File: src/rtl/rtsync_pkg.sv
package rtsync_pkg;
  localparam int DW     = 32;
  localparam int AW     = 3;
  localparam int NSYNC  = 5;
  localparam int STAT_W = 16;
  localparam int EV_W   = STAT_W - 2;
  localparam int TIME_W = 32;
  localparam int SW_W   = 16;
  localparam int MASK_W = 16;
  localparam int PREN_W = 1;

  typedef enum logic [AW-1:0] {
    A_TIME   = 3'd0,
    A_ALARM  = 3'd1,
    A_SWATCH = 3'd2,
    A_PREN   = 3'd3,
    A_MASK   = 3'd4,
    A_STAT   = 3'd5
  } reg_addr_e;

  function automatic int sync_width(int idx);
    case (idx)
      0, 1:    return TIME_W;
      2:       return SW_W;
      3:       return PREN_W;
      default: return MASK_W;
    endcase
  endfunction

  function automatic logic [DW-1:0] sync_mask(int idx);
    logic [63:0] m;
    m = (64'd1 << sync_width(idx)) - 64'd1;
    return m[DW-1:0];
  endfunction
endpackage

File: src/rtl/rtsync_shadow.sv
module rtsync_shadow #(
  parameter int DW = 32,
  parameter int IW = 3
) (
  input  logic          clk_i,
  input  logic          rst_ni,
  input  logic          cap_i,
  input  logic [IW-1:0] cap_idx_i,
  input  logic [DW-1:0] cap_data_i,
  input  logic          tick_i,
  output logic          pending_o,
  output logic          commit_o,
  output logic [IW-1:0] commit_idx_o,
  output logic [DW-1:0] commit_data_o
);
  logic          pend_q;
  logic [IW-1:0] idx_q;
  logic [DW-1:0] data_q;

  assign pending_o     = pend_q;
  assign commit_o      = pend_q & tick_i;
  assign commit_idx_o  = idx_q;
  assign commit_data_o = data_q;

  // a capture is only taken while empty, so a write in the commit cycle is dropped
  always_ff @(posedge clk_i or negedge rst_ni) begin
    if (!rst_ni) begin
      pend_q <= 1'b0;
      idx_q  <= '0;
      data_q <= '0;
    end else if (commit_o) begin
      pend_q <= 1'b0;
    end else if (cap_i && !pend_q) begin
      pend_q <= 1'b1;
      idx_q  <= cap_idx_i;
      data_q <= cap_data_i;
    end
  end
endmodule

File: src/rtl/rtsync_commit_regs.sv
module rtsync_commit_regs
  import rtsync_pkg::*;
#(
  parameter int N  = NSYNC,
  parameter int W  = DW,
  parameter int IW = AW
) (
  input  logic                clk_i,
  input  logic                rst_ni,
  input  logic                commit_i,
  input  logic [IW-1:0]       idx_i,
  input  logic [W-1:0]        data_i,
  output logic [N-1:0]        strobe_o,
  output logic [N-1:0][W-1:0] regs_o
);
  for (genvar g = 0; g < N; g++) begin : g_reg
    localparam logic [W-1:0] MSK = W'(sync_mask(g));
    logic [W-1:0] q;

    assign strobe_o[g] = commit_i && (idx_i == IW'(g));
    assign regs_o[g]   = q;

    always_ff @(posedge clk_i or negedge rst_ni) begin
      if (!rst_ni)          q <= '0;
      else if (strobe_o[g]) q <= data_i & MSK;
    end
  end
endmodule

File: src/rtl/rtsync_status.sv
module rtsync_status #(
  parameter int STAT_W = 16,
  localparam int EV_W  = STAT_W - 2
) (
  input  logic              clk_i,
  input  logic              rst_ni,
  input  logic              commit_i,
  input  logic              clr_wr_i,
  input  logic [STAT_W-1:0] clr_data_i,
  input  logic [EV_W-1:0]   ev_set_i,
  input  logic              pending_i,
  input  logic [STAT_W-1:0] mask_i,
  output logic [STAT_W-1:0] stat_o,
  output logic              done_o,
  output logic              irq_o
);
  logic            done_q;
  logic [EV_W-1:0] ev_q;
  logic [EV_W-1:0] ev_clr;

  assign ev_clr = clr_wr_i ? clr_data_i[EV_W-1:0] : '0;

  // set beats clear on a collision
  always_ff @(posedge clk_i or negedge rst_ni) begin
    if (!rst_ni) begin
      done_q <= 1'b0;
      ev_q   <= '0;
    end else begin
      done_q <= commit_i | (done_q & ~(clr_wr_i & clr_data_i[STAT_W-1]));
      ev_q   <= (ev_q & ~ev_clr) | ev_set_i;
    end
  end

  assign stat_o = {done_q, pending_i, ev_q};
  assign done_o = done_q;
  assign irq_o  = (done_q & mask_i[STAT_W-1]) | (|(ev_q & mask_i[EV_W-1:0]));
endmodule

File: src/rtl/rtsync_write_unit.sv
module rtsync_write_unit
  import rtsync_pkg::*;
(
  input  logic              clk_i,
  input  logic              rst_ni,
  input  logic              wr_en_i,
  input  logic [AW-1:0]     wr_addr_i,
  input  logic [DW-1:0]     wr_data_i,
  input  logic [AW-1:0]     rd_addr_i,
  output logic [DW-1:0]     rd_data_o,
  input  logic              tick_raw_i,
  input  logic              tick_sec_i,
  input  logic [EV_W-1:0]   event_set_i,
  output logic [NSYNC-1:0]  commit_o,
  output logic [TIME_W-1:0] time_o,
  output logic [TIME_W-1:0] alarm_o,
  output logic [SW_W-1:0]   swatch_o,
  output logic              pren_o,
  output logic [MASK_W-1:0] imask_o,
  output logic              pending_o,
  output logic              complete_o,
  output logic              irq_o
);
  logic                     is_sync, is_stat, tick_sel;
  logic                     commit_any;
  logic [AW-1:0]            commit_idx;
  logic [DW-1:0]            commit_data;
  logic [NSYNC-1:0][DW-1:0] regs;
  logic [STAT_W-1:0]        stat;

  assign is_sync  = wr_en_i && (wr_addr_i < AW'(NSYNC));
  assign is_stat  = wr_en_i && (wr_addr_i == A_STAT);
  assign tick_sel = pren_o ? tick_sec_i : tick_raw_i;

  rtsync_shadow #(.DW(DW), .IW(AW)) u_shadow (
    .clk_i, .rst_ni,
    .cap_i        (is_sync),
    .cap_idx_i    (wr_addr_i),
    .cap_data_i   (wr_data_i),
    .tick_i       (tick_sel),
    .pending_o    (pending_o),
    .commit_o     (commit_any),
    .commit_idx_o (commit_idx),
    .commit_data_o(commit_data)
  );

  rtsync_commit_regs #(.N(NSYNC), .W(DW), .IW(AW)) u_regs (
    .clk_i, .rst_ni,
    .commit_i(commit_any),
    .idx_i   (commit_idx),
    .data_i  (commit_data),
    .strobe_o(commit_o),
    .regs_o  (regs)
  );

  assign time_o   = regs[A_TIME][TIME_W-1:0];
  assign alarm_o  = regs[A_ALARM][TIME_W-1:0];
  assign swatch_o = regs[A_SWATCH][SW_W-1:0];
  assign pren_o   = regs[A_PREN][0];
  assign imask_o  = regs[A_MASK][MASK_W-1:0];

  rtsync_status #(.STAT_W(STAT_W)) u_stat (
    .clk_i, .rst_ni,
    .commit_i  (commit_any),
    .clr_wr_i  (is_stat),
    .clr_data_i(wr_data_i[STAT_W-1:0]),
    .ev_set_i  (event_set_i),
    .pending_i (pending_o),
    .mask_i    (imask_o),
    .stat_o    (stat),
    .done_o    (complete_o),
    .irq_o     (irq_o)
  );

  always_comb begin
    rd_data_o = '0;
    if (rd_addr_i < AW'(NSYNC))    rd_data_o = regs[rd_addr_i];
    else if (rd_addr_i == A_STAT)  rd_data_o = DW'(stat);
  end
endmodule

File: config.mk
export PLATFORM = sky130hd
export DESIGN_NAME = rtsync_write_unit
export DESIGN_NICKNAME = d
export VERILOG_FILES = /design/src/rtl/rtsync_pkg.sv /design/src/rtl/rtsync_shadow.sv /design/src/rtl/rtsync_commit_regs.sv /design/src/rtl/rtsync_status.sv /design/src/rtl/rtsync_write_unit.sv
export SDC_FILE = /design/constraint.sdc
export NUM_CORES = 1
export LEC_CHECK = 0
export BUFFER_PORTS_ARGS = -buffer_cell sky130_fd_sc_hd__buf_2
export CORE_MARGIN = 2
export CORE_UTILIZATION = 32
export CTS_CLUSTER_DIAMETER = 30
export DETAILED_ROUTE_END_ITERATION = 10
export SETUP_SLACK_MARGIN = 0.5
export SLEW_MARGIN = 10
export SYNTH_ARGS = -nofsm -noshare
export SYNTH_HDL_FRONTEND = slang
export SYNTH_SLANG_ARGS = --single-unit
File: constraint.sdc
create_clock -name clk_i -period 3 [get_ports clk_i]
set_input_delay 0.3 -clock clk_i [delete_from_list [all_inputs] [get_ports clk_i]]
set_output_delay 0.3 -clock clk_i [all_outputs]
set_load 0.005 [all_outputs]
==> reports/qor.yml, run 1 <==
synth.distinct_cells: 42
antenna_found_initial: 1
r2r_end: "u_shadow.commit_data_o[9]$_DFFE_PN0P_"
crit_family: "flip-flops"
clock-root-buffer: "clkbuf_16"
synth_edf_count: 0
synth_fp_nets: 556
hold_ws_ns: 0.05459
drtIter0Drc: 229
cts.sinks: 148
final_layout_size_suffix_gt1_share_pct: 51.42
area_growth_pct: 26.19
irDropWorstVdd_v: 0.0004441
synth_warnings: 0
cts_made_buffers: 17
fin_crit_ns: 2.240
syn-cell-area_mm2: 0.006980
dp_hpwl_mm: 13.20
utilization_pct: 40.74
power_mw: 8.210
synthTopCellsByCount: "dfrtp_1 (148), mux2_4 (68), mux2_2 (50), mux2i_1 (39), nand2_1 (24)"
yosysTopAreaCell: "dfrtp_1"
cts.repair.resized: 0
synth.avg_cell_area_um2: 13.99
tns_ns: 0
period_share_pct: 74.68
power.switching_mw: 2.560
drc: 0
clock_latency_ns: 0.42
place_inst: 951
cp.required_ns: 2.70
placed_area_mm2: 0.008223
drt-pass1-iter-count: 4
regArea_mm2: 0.003704
worst-slew-pin-transition_ns: 0.9049
grt_max_degree: 73
hold_depth: 2
antennaDiodeCount: 0
ys_ff_latch: 148
dpl_worst_slack_ns: 0.8020
power.density_mw_per_mm2: 932.1
vias_per_cell: 4.833
cts.clk_slew.worst_paths_ns: 0.06
gr-total-overflow: 0
intPower_mw: 5.651
r2r_slack_ns: 0.93
max_stage_delay_ns: 0.71
holdPathEnd: "u_stat.ev_q[1]$_DFF_PN0_"
ant_nets: 0
hold_start: "event_set_i[1]"
setup-violations-final: 0
ys.flop_type: "dfrtp_1"
die_x_um: 151.7
slew-limit-headroom_pct: 39.63
rows: 54
yosysMostFrequentCell: "dfrtp_1"
final_area_mm2: 0.008808
postSynth.asyncResetShare_pct: 100.0
clock_skew_ns: 0.007999
hp-class: "in -> reg"
core_mm2: 0.02162
crit_arrival_ns: 1.94
rsz0062_at_grt: "no"
fmax_mhz: 446.4
nets: 748
ioPinCount: 194
ys_top_cells_by_area: "dfrtp_1 (53%), mux2_4 (15%), mux2_2 (8.1%), mux2i_1 (5.6%), mux2_1 (1.9%)"
io_buffer_count: 193
wl_per_cell_um: 19.34
clockPowerShare_pct: 25.7
power_frac_seq_pct: 43.5
cp_num_buf_inv: 2
worstSetupPathType: "reg -> out"
timing.rr.start: "u_shadow.pending_o$_DFFE_PN0P_"
crit_chain: "nand4_4, inv_1, buf_2"
track_usage_pct: 16.75
end_kind: "output port"
reg2reg_depth: 4
combPwrFrac_pct: 30.8
status: "completed"
worst_setup_path_start_kind: "register"
crit_slowest_cell: "dfrtp_1"
ctsHtreeMaxLevel: 4
yosysTopAreaCellShare_pct: 53.06
totalWireLength_mm: 18.99
grt_pass1_vias: 4618
max_cap_violations: 0
start_util_pct: 32.29
die_h_um: 151.7
finalMaxSlewViolations: 0
nFillCells: 2092
multiInputGateArea_mm2: 0.003063
cp-startpoint: "u_shadow.pending_o$_DFFE_PN0P_"
vias: 4746
hold_viol: 0
worstPathMaxFanout: 17
p_leak_nw: 4.478
cts_tree: "yes"
gp_congestion: 0.7711
die_area_mm2: 0.02301
setup_ws_ns: 0.7597
syn_inst: 499
grt_first_pass_wirelength_mm: 28.21
fin_cells: 982
netSwitchingFraction_pct: 31.18
clock_path_buffers: 2
ys_seq_area_share_pct: 53.06
## power groups by stage
stage               clock network (mW)  logic, mW  registers (mW)
floorplan                            0       1.51            3.42
global placement                     0       2.53            3.59
detailed placement                   0       2.57            3.59
CTS                               2.15       2.58            3.57
global route                      2.24       2.78            3.70
finish                            2.11       2.53            3.57
## sequential cells by signal (all words and copies together), names as in the netlist
name                    count
u_shadow.commit_data_o     32
u_stat.ev_q                14
u_stat.done_o               1
u_regs.g.q                 97
u_shadow.pending_o          1
u_shadow.commit_idx_o       3
## worst register-to-register path: cells and delay by family (launching register included)
kind / cells / cell delay (ns)
buf+inv: 1 / 0.29
flops: 1 / 0.71
mux: 1 / 0.35
simple gates: 2 / 0.61
## how the worst max path moves through the flow
stage	to	slack, ns	depth (start not counted)
2_1_floorplan	u_regs.g_reg[4].q[10]$_DFFE_PN0P_	1.47	4
3_3_place_gp	rd_data_o[2]	0.86	5
3_5_place_dp	rd_data_o[2]	0.80	5
4_1_cts	commit_o[4]	0.72	3
5_1_grt	commit_o[4]	0.65	3
6_report	commit_o[4]	0.76	3
## kinds of logic after synthesis
| logic type | share of synthesized area [%] |
|---|---|
| flops | 53.06 |
| buf+inv | 3.101 |
| mux | 30.54 |
| compound gates | 6.578 |
| simple gates | 6.722 |
## cell usage in the layout, fill, tap and decap left out, types with 2 or more instances in the layout
master / n
buf_4: 7
o21a_1: 8
buf_12: 3
nand2_1: 23
nand3b_1: 7
dfrtp_1: 148
mux2i_1: 39
clkinv_2: 3
nor2_1: 21
o211ai_1: 7
o21ai_0: 10
bufinv_16: 2
nor3b_2: 2
a22o_1: 2
mux2_2: 50
clkinvlp_4: 4
nand3_1: 2
nand4_4: 2
buf_2: 191
a21oi_1: 5
a22oi_1: 11
o22ai_1: 5
nor2b_1: 8
clkbuf_8: 3
a21o_1: 15
inv_1: 7
mux2_4: 68
clkbuf_16: 17
mux2_1: 12
## layer usage
layer / GRT usage (%) / vias up / wire length, um
li1: - / 2184 / -
met1: 22.88 / 2401 / 8628
met2: 25.63 / 142 / 8733
met3: 5.808 / 17 / 1414
met4: 3.981 / 2 / 201
met5: 0 / - / 11
## area by class of cell
cell class / instances / area share [%]
Clock buffer: 21 / 5.341
Clock inverter: 9 / 1.193
Inverter: 7 / 0.2983
Multi-Input combinational cell: 314 / 34.77
Sequential cell: 148 / 42.05
Tap cell: 280 / 3.977
Timing Repair Buffer: 203 / 12.37
## timing repair
item                      4_1_cts  5_1_grt
hold buffers                    1        0
hold endpoints to repair       45        0
setup buffers                   0        0
(Power assumes the default switching activity.)
==> inputs of run 2 (changes only) <==
Clock period 3 ns to 2.2 ns, I/O delays scaled along.
==> reports/qor.yml, run 2 (synthesis gave the netlist of run 1 again) <==
clock_latency_ns: 0.42
clock_skew_ns: 0.006097
die_x_um: 151.7
wl_per_cell_um: 20.33
core_mm2: 0.02162
hold_ws_ns: 0.02690
drc: 0
grt_max_degree: 57
dp_hpwl_mm: 13.79
cts.clk_slew.worst_paths_ns: 0.06
fin_crit_ns: 1.976
irDropWorstVdd_v: 0.0006219
multiInputGateArea_mm2: 0.003193
hold_start: "wr_data_i[26]"
dpl_worst_slack_ns: 0.3117
regArea_mm2: 0.003709
cts.sinks: 148
drtIter0Drc: 223
clock_path_buffers: 2
worst-slew-pin-transition_ns: 0.5637
antenna_found_initial: 0
ioPinCount: 194
place_inst: 962
vias: 5108
cp.required_ns: 1.98
fin_cells: 1053
die_area_mm2: 0.02301
io_buffer_count: 193
crit_arrival_ns: 1.76
largest_reg_flops: 97
clock-root-buffer: "clkbuf_16"
setup_ws_ns: 0.2243
final_common_cell: "buf_2"
hold_depth: 2
p_leak_nw: 5.047
ctsHtreeMaxLevel: 4
worstPathMaxFanout: 2
fmax_mhz: 506.2
track_usage_pct: 18.68
final_area_mm2: 0.009883
grt_pass1_vias: 5130
nFillCells: 1983
slew-limit-headroom_pct: 62.42
grt_first_pass_wirelength_mm: 31.36
cts_tree: "yes"
rsz0062_at_grt: "yes"
reg2reg_depth: 7
r2r_end: "u_regs.g_reg[1].q[7]$_DFFE_PN0P_"
max_stage_delay_ns: 0.39
r2r_slack_ns: 0.40
worstSetupPathType: "reg -> out"
gr-total-overflow: 0
final_layout_size_suffix_gt1_share_pct: 57.05
setup-violations-final: 0
crit_chain: "a222oi_1, and3_1, nand4_1, buf_2"
hold_viol: 0
gp_congestion: 0.7536
end_kind: "output port"
max_cap_violations: 0
vias_per_cell: 4.851
hp-class: "in -> reg"
regMostFlops: "u_regs.g.q"
holdPathEnd: "u_shadow.commit_data_o[26]$_DFFE_PN0P_"
drt-pass1-iter-count: 5
placed_area_mm2: 0.008318
finalMaxSlewViolations: 0
start_util_pct: 32.29
antennaDiodeCount: 0
crit_slowest_cell: "dfrtp_1"
mostFrequentLayoutCells: "buf_2 (188), dfrtp_1 (144), mux2_4 (83)"
ant_nets: 0
cts_made_buffers: 17
rows: 54
tns_ns: 0
power.density_mw_per_mm2: 1225
timing.rr.start: "u_regs.g_reg[3].q[0]$_DFFE_PN0P_"
totalWireLength_mm: 21.41
period_share_pct: 89.80
status: "completed"
area_growth_pct: 41.58
worst_setup_path_start_kind: "register"
nets: 817
die_h_um: 151.7
run 2: cell types whose count changed in the layout (fill, tap and decap cells not counted), sizes merged:
cell	delta
buf	+53
dlygate4sd3	+15
clkbuf	+3
clkinvlp	-3
bufinv	+2
clkinv	+1
run 2: through the flow:
| step | utilization, % | power, mW |
|---|---|---|
| 2_1_floorplan | - | 6.720 |
| 3_3_place_gp | 38.47 | 8.364 |
| 3_5_place_dp | 38.47 | 8.458 |
| 4_1_cts | 43.92 | 11.95 |
| 5_1_grt | 45.71 | 12.81 |
| 6_report | 45.71 | 12.11 |
run 2: layer usage:
metal	track usage (%)	up-vias	part of all wire, %	wire length (um)
met5	0	-	0	0
met4	5.463	0	1.3	278
met3	4.910	17	6.0	1281
met2	29.89	169	48	10200
met1	24.96	2599	45	9643
li1	-	2323	-	-
run 2: worst max-delay path by stage:
stage          slack [ns]                           endpoint                              from
2_1_floorplan        0.67  u_regs.g_reg[4].q[10]$_DFFE_PN0P_  u_regs.g_reg[3].q[0]$_DFFE_PN0P_
3_3_place_gp         0.30                       rd_data_o[2]                      rd_addr_i[2]
3_5_place_dp         0.31                       rd_data_o[2]                      rd_addr_i[2]
4_1_cts              0.17                              irq_o  u_regs.g_reg[4].q[9]$_DFFE_PN0P_
5_1_grt              0.12                              irq_o          u_stat.ev_q[9]$_DFF_PN0_
6_report             0.22                              irq_o          u_stat.ev_q[9]$_DFF_PN0_
run 2: worst max-delay path, delay by kind of cell, from the launching register on:
family / cells / cell delay, ns
compound gates: 1 / 0.37
buf+inv: 1 / 0.17
flops: 1 / 0.39
simple gates: 2 / 0.41
run 2: report_power, final:
part / leakage, nW / internal (mW) / total [mW] / switching (mW)
Combinational: 2.95 / 2.58 / 4.05 / 1.47
Clock: 0.319 / 2.04 / 3.18 / 1.14
Sequential: 1.78 / 3.80 / 4.88 / 1.08
Total: 5.05 / 8.42 / 12.1 / 3.69
run 2: area by class of cell:
class | instances | area share (%)
Sequential cell | 148 | 37.52
Timing Repair Buffer | 272 | 19.83
Multi-Input combinational cell | 314 | 32.31
Clock buffer | 23 | 5.039
Inverter | 7 | 0.2659
Tap cell | 280 | 3.545
Clock inverter | 9 | 1.494
run 2: what timing repair did:
action / CTS / global route
cloned: 4 / 1
hold endpoints to repair: 66 / 0
endpoints found under the setup margin: 118 / 118
buffers inserted: 16 / 22
gates resized for setup: 33 / 49
pin swaps: 8 / 7
hold buffers: 16 / 0
==> inputs of run 3 (changes only) <==
Settings changed: SYNTH_HIERARCHICAL set to 1.
==> reports/qor.yml, run 3 <==
postSynth.asyncResetShare_pct: 100.0
r2r_slack_ns: 0.27
hp-class: "in -> reg"
grt_first_pass_wirelength_mm: 34.23
final_layout_size_suffix_gt1_share_pct: 56.93
tns_ns: 0
antenna_found_initial: 1
clock-root-buffer: "clkbuf_16"
mostFrequentLayoutCells: "buf_2 (187), dfrtp_1 (147), mux2_2 (88)"
worst_setup_path_start_kind: "register"
nets: 910
ant_nets: 0
syn-cell-area_mm2: 0.007797
clock_latency_ns: 0.42
synth.avg_cell_area_um2: 13.44
rows: 57
ys.flop_type: "dfrtp_1"
multiInputGateArea_mm2: 0.003751
cts.clk_slew.worst_paths_ns: 0.06
slew-limit-headroom_pct: 41.96
regMostFlops: "u_regs/g.q"
synth.distinct_cells: 32
final_common_cell: "buf_2"
cp.required_ns: 1.98
fin_crit_ns: 2.005
core_mm2: 0.02411
end_kind: "output port"
r2r_end: "u_regs/g_reg[2].q[5]$_DFFE_PN0P_"
cts_tree: "yes"
cts_made_buffers: 17
ys_top_cells_by_area: "dfrtp_1 (47%), mux2_2 (18%), mux2_4 (8.1%), buf_4 (6.9%), mux2i_1 (6.2%)"
ioPinCount: 194
syn_inst: 580
die_h_um: 160.1
synthTopCellsByCount: "dfrtp_1 (148), mux2_2 (122), buf_4 (72), mux2i_1 (48), mux2_4 (42)"
yosysTopAreaCell: "dfrtp_1"
grt_max_degree: 57
grt_pass1_vias: 5626
setup-violations-final: 0
start_util_pct: 32.35
drc: 0
crit_arrival_ns: 1.78
nFillCells: 2302
area_growth_pct: 36.01
holdPathEnd: "u_shadow/commit_data_o[16]$_DFFE_PN0P_"
die_area_mm2: 0.02563
ys_seq_area_share_pct: 47.50
worstPathMaxFanout: 6
vias_per_cell: 4.609
max_cap_violations: 0
rsz0062_at_grt: "yes"
fmax_mhz: 498.8
drt-pass1-iter-count: 4
hold_start: "wr_data_i[16]"
gr-total-overflow: 0
regArea_mm2: 0.003705
hold_viol: 0
yosysTopAreaCellShare_pct: 47.50
wl_per_cell_um: 19.31
period_share_pct: 91.12
hold_depth: 2
reg2reg_depth: 7
finalMaxSlewViolations: 0
yosysMostFrequentCell: "dfrtp_1"
synth_edf_count: 0
die_x_um: 160.1
dp_hpwl_mm: 14.41
power.density_mw_per_mm2: 1179
worstSetupPathType: "reg -> out"
synth_warnings: 6
timing.rr.start: "u_regs/g_reg[3].q[0]$_DFFE_PN0P_"
place_inst: 1083
track_usage_pct: 17.90
clock_path_buffers: 2
fin_cells: 1191
gp_congestion: 0.7683
ys_ff_latch: 148
cts.sinks: 148
drtIter0Drc: 228
p_leak_nw: 5.183
worst-slew-pin-transition_ns: 0.8696
totalWireLength_mm: 23.00
ctsHtreeMaxLevel: 4
io_buffer_count: 193
status: "completed"
irDropWorstVdd_v: 0.0005247
vias: 5489
clock_skew_ns: 0.009190
largest_reg_flops: 97
-- run 3: cell types whose count changed after synthesis, sizes merged, moves of 8 or more --
cell,delta
o21a,-8
nor2b,-8
mux2,+35
o221ai,+16
buf,+75
mux2i,+9
a221o,+16
o21ai,-9
-- run 3: worst max path at each step --
stage / depth (start not counted) / end / from
5_1_grt: 5 / commit_o[4] / u_regs/g_reg[3].q[0]$_DFFE_PN0P_
3_5_place_dp: 5 / u_regs/g_reg[0].q[30]$_DFFE_PN0P_ / u_regs/g_reg[3].q[0]$_DFFE_PN0P_
3_3_place_gp: 5 / u_regs/g_reg[0].q[16]$_DFFE_PN0P_ / u_regs/g_reg[3].q[0]$_DFFE_PN0P_
6_report: 5 / commit_o[4] / u_regs/g_reg[3].q[0]$_DFFE_PN0P_
4_1_cts: 5 / commit_o[2] / u_regs/g_reg[3].q[0]$_DFFE_PN0P_
2_1_floorplan: 5 / u_regs/g_reg[0].q[12]$_DFFE_PN0P_ / u_regs/g_reg[3].q[0]$_DFFE_PN0P_
-- run 3: logic make-up after synthesis --
group	Yosys count	synth area share [%]
mux	213	32.01
buf+inv	100	10.25
flops	148	47.50
other cells	1	0.04809
compound gates	56	6.194
simple gates	62	3.996
-- run 3: per-stage QoR --
| step | instance area (um2) | worst slack, ns | hold WS, ns | utilization (%) | power [mW] |
|---|---|---|---|---|---|
| 6_report | 10610 | 0.1953 | 0.03195 | 43.99 | 12.50 |
| 5_1_grt | 10600 | 0.1500 | 0.01334 | 43.98 | 13.23 |
| 4_1_cts | 10200 | 0.1777 | 0.01078 | 42.30 | 12.15 |
| 3_5_place_dp | 8874 | 0.3486 | 0.2383 | 36.81 | 8.621 |
| 3_3_place_gp | 8874 | 0.4046 | 0.2287 | 36.81 | 8.540 |
| 2_1_floorplan | 8036 | 0.4329 | -0.07559 | - | 6.912 |
-- run 3: report_power, final --
group | leakage, nW | switching (mW) | internal, mW
Combinational | 3.12 | 1.69 | 2.97
Sequential | 1.77 | 1.01 | 3.84
Clock | 0.289 | 1.18 | 1.81
Total | 5.18 | 3.88 | 8.62
-- run 3: final cells by class --
type | count | area share [%]
clock buffer | 19 | 4.176
inverter | 1 | 0.03539
antenna | 1 | 0.02360
sequential | 148 | 34.93
clock inverter | 13 | 1.498
timing repair buffer | 291 | 20.14
tap | 324 | 3.823
multi-input combinational | 394 | 35.37
-- run 3: critical path, cell delays in order, from the launching register on --
cell and delay [ns]:
dfrtp_1 0.40, mux2_4 0.31, and2_4 0.16, and4bb_2 0.25, buf_12 0.14, buf_6 0.11
-- run 3: metal layers --
metal / GRT usage (%) / routed length (um) / vias up
met4: 4.013 / 211 / 2
met1: 23.74 / 10340 / 2764
met2: 29.16 / 11040 / 175
li1: - / - / 2531
met3: 5.117 / 1396 / 17
met5: 0 / 11 / -
-- run 3: repair_timing --
action / CTS / global route
hold buffers: 15 / 0
buffers inserted: 31 / 23
endpoints found under the setup margin: 113 / 128
resized for setup: 49 / 50
pin swaps: 3 / 0
cloned: 5 / 1
endpoints found under the hold margin: 66 / 0
